--- src/rtl/pte_perm_pkg.sv ---
package pte_perm_pkg;

    localparam int PTE_W      = 64;
    localparam int RW_BITS    = 3;
    localparam int BIT_EX     = 0;
    localparam int BIT_WR     = 1;
    localparam int BIT_RD     = 2;
    localparam int BIT_PRIV   = 3;
    localparam int ATT_LO     = 4;
    localparam int ATT_HI     = 5;
    localparam int BIT_CHG    = 7;
    localparam int BIT_REF    = 8;

    localparam logic [1:0] ATT_NI_IO = 2'b10;

    localparam logic [1:0] ACC_LOAD  = 2'b00;
    localparam logic [1:0] ACC_STORE = 2'b01;
    localparam logic [1:0] ACC_FETCH = 2'b10;

    typedef logic [RW_BITS-1:0] rights_t;

    typedef struct packed {
        logic prot_flt;
        logic guard;
    } cause_t;

    typedef struct packed {
        rights_t rights;
        cause_t  cause;
    } verdict_t;

    typedef enum logic [1:0] {
        ST_IDLE,
        ST_CHECK,
        ST_WB,
        ST_DONE
    } state_e;

    function automatic rights_t need_rights(input logic [1:0] acc);
        rights_t n;
        n = '0;
        case (acc)
            ACC_STORE: n[BIT_WR] = 1'b1;
            ACC_FETCH: n[BIT_EX] = 1'b1;
            default:   n[BIT_RD] = 1'b1;
        endcase
        return n;
    endfunction

endpackage

--- src/rtl/pte_rights_eval.sv ---
module pte_rights_eval
    import pte_perm_pkg::*;
(
    input  logic [PTE_W-1:0] pte,
    input  logic [1:0]       acc,
    input  logic             user,
    input  logic             part_scope,
    input  rights_t          amr,
    output verdict_t         verdict
);

    rights_t eaa;
    rights_t granted;
    logic    ni_io;
    logic    privileged;

    always_comb begin
        eaa        = pte[RW_BITS-1:0];
        ni_io      = (pte[ATT_HI:ATT_LO] == ATT_NI_IO);
        privileged = pte[BIT_PRIV];
        granted    = '0;
        verdict    = '0;
        if (acc == ACC_FETCH && ni_io) begin
            verdict.cause.guard = 1'b1;
        end else begin
            if (!part_scope && privileged && user) begin
                granted = '0;
            end else if (user || privileged || part_scope) begin
                granted = eaa;
            end else begin
                granted = eaa & amr;
            end
            verdict.rights = granted;
            if ((need_rights(acc) & ~granted) != '0) begin
                verdict.cause.prot_flt = 1'b1;
            end
        end
    end

endmodule

--- src/rtl/pte_rc_update.sv ---
module pte_rc_update
    import pte_perm_pkg::*;
(
    input  logic [PTE_W-1:0] pte,
    input  logic [1:0]       acc,
    input  rights_t          granted,
    output logic [PTE_W-1:0] new_pte,
    output logic             differs,
    output rights_t          reported
);

    logic is_store;

    always_comb begin
        is_store         = (acc == ACC_STORE);
        new_pte          = pte;
        new_pte[BIT_REF] = 1'b1;
        reported         = granted;
        if (is_store) begin
            new_pte[BIT_CHG] = 1'b1;
        end else begin
            reported[BIT_WR] = 1'b0;
        end
        differs = (new_pte != pte);
    end

endmodule

--- src/rtl/pte_perm_rc.sv ---
module pte_perm_rc
    import pte_perm_pkg::*;
#(
    parameter int ADDR_W = 48
) (
    input  logic              clk,
    input  logic              rst,
    input  logic              start,
    input  logic [63:0]       pte_i,
    input  logic [ADDR_W-1:0] pte_addr_i,
    input  logic [1:0]        acc_i,
    input  logic              user_i,
    input  logic              part_scope_i,
    input  logic [2:0]        amr_i,
    output logic              done_o,
    output logic [2:0]        prot_o,
    output logic [1:0]        cause_o,
    output logic              fault_o,
    output logic              wb_req_o,
    output logic [ADDR_W-1:0] wb_addr_o,
    output logic [63:0]       wb_data_o,
    input  logic              wb_ack_i
);

    state_e            state;
    logic [PTE_W-1:0]  pte_q;
    logic [ADDR_W-1:0] addr_q;
    logic [1:0]        acc_q;
    logic              user_q;
    logic              part_q;
    rights_t           amr_q;
    rights_t           prot_q;
    cause_t            cause_q;
    logic [PTE_W-1:0]  wb_data_q;

    verdict_t          verdict;
    logic [PTE_W-1:0]  upd_pte;
    logic              upd_differs;
    rights_t           upd_rights;
    logic              chk_fault;

    pte_rights_eval u_eval (
        .pte        (pte_q),
        .acc        (acc_q),
        .user       (user_q),
        .part_scope (part_q),
        .amr        (amr_q),
        .verdict    (verdict)
    );

    pte_rc_update u_rc (
        .pte      (pte_q),
        .acc      (acc_q),
        .granted  (verdict.rights),
        .new_pte  (upd_pte),
        .differs  (upd_differs),
        .reported (upd_rights)
    );

    assign chk_fault = verdict.cause.prot_flt | verdict.cause.guard;

    always_ff @(posedge clk) begin
        if (rst) begin
            state     <= ST_IDLE;
            pte_q     <= '0;
            addr_q    <= '0;
            acc_q     <= '0;
            user_q    <= 1'b0;
            part_q    <= 1'b0;
            amr_q     <= '0;
            prot_q    <= '0;
            cause_q   <= '0;
            wb_data_q <= '0;
        end else begin
            case (state)
                ST_IDLE: begin
                    if (start) begin
                        pte_q  <= pte_i;
                        addr_q <= pte_addr_i;
                        acc_q  <= acc_i;
                        user_q <= user_i;
                        part_q <= part_scope_i;
                        amr_q  <= amr_i;
                        state  <= ST_CHECK;
                    end
                end
                ST_CHECK: begin
                    cause_q   <= verdict.cause;
                    wb_data_q <= upd_pte;
                    if (chk_fault) begin
                        prot_q <= verdict.rights;
                        state  <= ST_DONE;
                    end else begin
                        prot_q <= upd_rights;
                        state  <= upd_differs ? ST_WB : ST_DONE;
                    end
                end
                ST_WB: begin
                    if (wb_ack_i) begin
                        state <= ST_DONE;
                    end
                end
                default: state <= ST_IDLE;
            endcase
        end
    end

    assign done_o    = (state == ST_DONE);
    assign wb_req_o  = (state == ST_WB);
    assign wb_addr_o = addr_q;
    assign wb_data_o = wb_data_q;
    assign prot_o    = prot_q;
    assign cause_o   = cause_q;
    assign fault_o   = cause_q.prot_flt | cause_q.guard;

    a_r10_no_fault_during_wb: assert property (@(posedge clk) disable iff (rst)
        wb_req_o |-> !fault_o);

    a_r8_req_held: assert property (@(posedge clk) disable iff (rst)
        (wb_req_o && !wb_ack_i) |=> (wb_req_o && $stable(wb_data_o) && $stable(wb_addr_o)));

    a_r8_wb_changes_entry: assert property (@(posedge clk) disable iff (rst)
        wb_req_o |-> (wb_data_o != pte_q));

    a_r6_ref_written: assert property (@(posedge clk) disable iff (rst)
        wb_req_o |-> wb_data_o[BIT_REF]);

    a_r6_chg_on_store: assert property (@(posedge clk) disable iff (rst)
        (wb_req_o && acc_q == ACC_STORE) |-> wb_data_o[BIT_CHG]);

    a_r9_done_pulse: assert property (@(posedge clk) disable iff (rst)
        done_o |=> !done_o);

    a_r9_results_hold: assert property (@(posedge clk) disable iff (rst)
        done_o |=> ($stable(prot_o) && $stable(cause_o)));

    a_r1_guard_no_rights: assert property (@(posedge clk) disable iff (rst)
        (done_o && cause_o[0]) |-> (prot_o == 3'b000));

endmodule

--- config.mk ---
export PLATFORM = sky130hd
export DESIGN_NAME = pte_perm_rc
export DESIGN_NICKNAME = d
export VERILOG_FILES = /design/src/rtl/pte_perm_pkg.sv /design/src/rtl/pte_rights_eval.sv /design/src/rtl/pte_rc_update.sv /design/src/rtl/pte_perm_rc.sv
export SDC_FILE = /design/constraint.sdc
export NUM_CORES = 1
export LEC_CHECK = 0
export ABC_AREA = 1
export CORE_ASPECT_RATIO = 1.4
export CORE_UTILIZATION = 44
export DETAILED_ROUTE_END_ITERATION = 10
export HOLD_SLACK_MARGIN = 0.06
export PLACE_DENSITY = 0.79
export SLEW_MARGIN = 20
export SYNTH_ARGS = -nofsm -noshare
export SYNTH_HDL_FRONTEND = slang
export SYNTH_SLANG_ARGS = --single-unit
--- constraint.sdc ---
create_clock -name clk -period 1.52 [get_ports clk]
set_input_delay 0.304 -clock clk [delete_from_list [all_inputs] [get_ports clk]]
set_output_delay 0.304 -clock clk [all_outputs]
set_load 0.01 [all_outputs]
==> metrics.md <==
| Metric | Value |
|---|---|
| GR peak layer | `met2` |
| Global-route wire length before repair | `roughly 29 mm` |
| Met1 Resource Use GR | `approximately a quarter` |
| Total grt overflow | `0` |
| Final period utilization | `slightly below 100%` |
| # placed instances | `1266` |
| Synth Register Bits | `190` |
| Tmin final | `1.486 ns` |
| DP Wirelength | `around 12 mm` |
| Vias per cell | `4.912` |
| CTS tree | `done` |
| Power per cell area | `1831 nW/um2` |
| Synth Area per Inst | `7.867 um2` |
| Vias after detailed routing | `6376` |
| Clk sinks | `190` |
| Worst-Skew Late Latency | `0.44 ns` |
| Tot Pwr | `18.42 mW` |
| Number of synthesized flops with an enable pin | `0` |
| Die height | `148.3 um` |
| Final hold violation count | `0` |
| Synth cell types | `23` |
| Routed wire per std cell | `14.19 um` |
| Met3 usage | `7.143%` |
| Initial Utilization | `44.88%` |
| # nets final | `~1200` |
| # rows | `53` |
| TNS Setup | `0 ns` |
| Async SR Flop Fraction | `0%` |
| Yosys top cell by area | `dfxtp_1` |
| Post-CTS setup buffers | `0` |
| Layout cells sized above 1 | `about 8.5%` |
| Post-route ant nets | `0` |
| Max VDD drop | `just over 1000 uV` |
| Pleak | `4.613 nW` |
| Die Area | `15790 um2` |
| Met2 usage | `approximately two fifths` |
| Mapped Nets | `985` |
| Total GRT Usage | `23.58%` |
| Iteration-0 DRC count of the detailed router | `369` |
| Input/output buffers | `242` |
| Post-detailed-route DRC marker count | `0` |
| Total core area | `14990 um2` |
| Most frequent cells after synthesis | `nor2_1, dfxtp_1, o21ai_0` |
| Count leader, synth | `nor2_1` |
| Vias in the first global route | `a little over 6000` |
| Area grow syn2layout | `49.55%` |
| CTS Buffer Depth | `2` |
| RSZ-0062 raised after global routing | `true` |
| Yosys warns | `0` |
| Synth Cell Area | `6726 um2` |
| Seq/Total Area, Yosys | `56.55%` |
| Largest net degree at the start of global routing | `between 50 and 60` |
| WL final | `approximately 18 mm` |
| Top cells by area, synth | `dfxtp_1, nor2_1, o21ai_0, o21ai_1, buf_2` |
| IO Pins | `about 240` |
| Initial antenna violation count | `0` |
| Layout Cells excl Fill | `around 1300` |
| Clock-pin transition on the worst setup and hold timing paths | `~0.07 ns` |
| CTS root buf | `clkbuf_16` |
| FILL cells | `1327` |
| Post-synth top area share | `56.55%` |
| H-tree depth | `4` |
| Final Wtd Congestion | `slightly below 0.8` |
| # diodes | `0` |
| Crit path arrival time | `1.18 ns` |
| Endpoint class of the critical path | `output port` |
| Critical Path RT | `1.22 ns` |
| Clock Skew | `0.01164 ns` |
| Setup violators final | `0` |
| Post-Syn Instances | `855` |
| Outcome | `finished clean` |
| Critical Path Fanout Max | `2` |
| CTS Buf Count | `17` |
| CP startpoint kind | `flip-flop` |
| DRT Pass-1 Iters | `4` |
| Critical Setup Path Class | `flip-flop to output port` |
| Hold bufs inserted after CTS | `0` |
| Max-Cap Viols | `0` |
| Die width | `106.5 um` |
| Slew Viols, Final | `0` |
| Max_slew headroom | `77.40%` |
| Slew @ Worst Pin | `0.3390 ns` |
| Predominant post-synthesis flop cell | `dfxtp_1` |
| Hold/Removal Path Class | `flip-flop to flip-flop` |
| Max Freq | `around 670 MHz` |
## path summary, 6_finish.rpt
kind         depth (start not counted)   endpoint  startpoint  slack [ns]
max                                  2    fault_o  cause_o[0]        0.03
min                                  2  prot_o[2]   prot_o[2]        0.46
max reg2reg                          7  pte_q[12]    state[0]        0.11
min reg2reg                          2  prot_o[2]   prot_o[2]        0.46
## cells by family (layout without fill, tap and decap cells)
logic type / after synthesis / count (layout) / share of synthesized area [%]
compound gates: 213 / 213 / 16.00
fa+ha+maj: 7 / 7 / 1.302
buf+inv: 81 / 332 / 5.376
flops: 190 / 190 / 56.55
simple gates: 364 / 364 / 20.78
## layout by cell type (no fill, tap or decap), types with 2 or more instances in the layout
cell,count
nor2_1,333
dlygate4sd2_1,117
ha_1,3
nor2_2,4
buf_2,2
bufinv_16,3
inv_1,18
o21ai_1,69
clkinv_4,2
nand3_1,5
clkinv_2,3
dfxtp_2,4
inv_2,2
clkbuf_16,18
buf_12,13
clkdlybuf4s50_1,122
ha_2,2
nand2_2,2
inv_6,3
ha_4,2
nand2_1,16
a21oi_1,23
o21ai_0,116
buf_4,23
o21ai_2,2
dfxtp_1,185
clkinvlp_4,3
## through the flow
step	utilization [%]	instance area (um2)	hold slack, ns	setup slack [ns]
detailed placement	63.75	9554	0.4563	-0.1104
global route	67.12	10060	0.4634	-0.005930
CTS	66.70	9996	0.4558	0.004937
floorplan	-	6726	0.3664	0.1450
global placement	63.75	9554	0.4429	-0.1002
finish	67.12	10060	0.4609	0.03430
## per-layer routing
metal	up-vias	routed length, um
met4	0	469
met3	36	1280
li1	3216	-
met2	222	9262
met5	-	0
met1	2902	7410
## sequential cells by signal, summed over array words and instances (netlist names)
register   flops
acc_q          2
amr_q          3
cause_o        2
part_q         1
prot_o         3
pte_q         64
state          2
user_q         1
wb_addr_o     48
wb_data_o     64
## power breakdown
part,leakage (nW),internal [mW],switching [mW]
sequential,1.57,6.49,0.719
clock,0.283,2.59,1.92
combinational,2.76,2.98,3.73
total,4.61,12.0,6.37
## timing repair
item | CTS | global route
gates cloned | 0 | 1
endpoints found under the setup margin | 220 | 54
pin swaps | 0 | 1
resized for setup | 134 | 21
## worst max-delay path, cell delays in order, from the launching register on
cell and delay [ns]:
dfxtp_2 0.33, or2_2 0.28, buf_2 0.14
## area by class of cell
| class | count | area [um2] | share of cell area [%] |
|---|---|---|---|
| clock buffer | 18 | 429.2 | 4.266 |
| tap | 192 | 240.2 | 2.388 |
| inverter | 22 | 90.09 | 0.8955 |
| timing repair buffer | 279 | 2725 | 27.09 |
| clock inverter | 13 | 162.7 | 1.617 |
| multi-input combinational | 584 | 2600 | 25.85 |
| sequential | 190 | 3812 | 37.90 |
No activity file was read; power rests on OpenSTA's default activity.
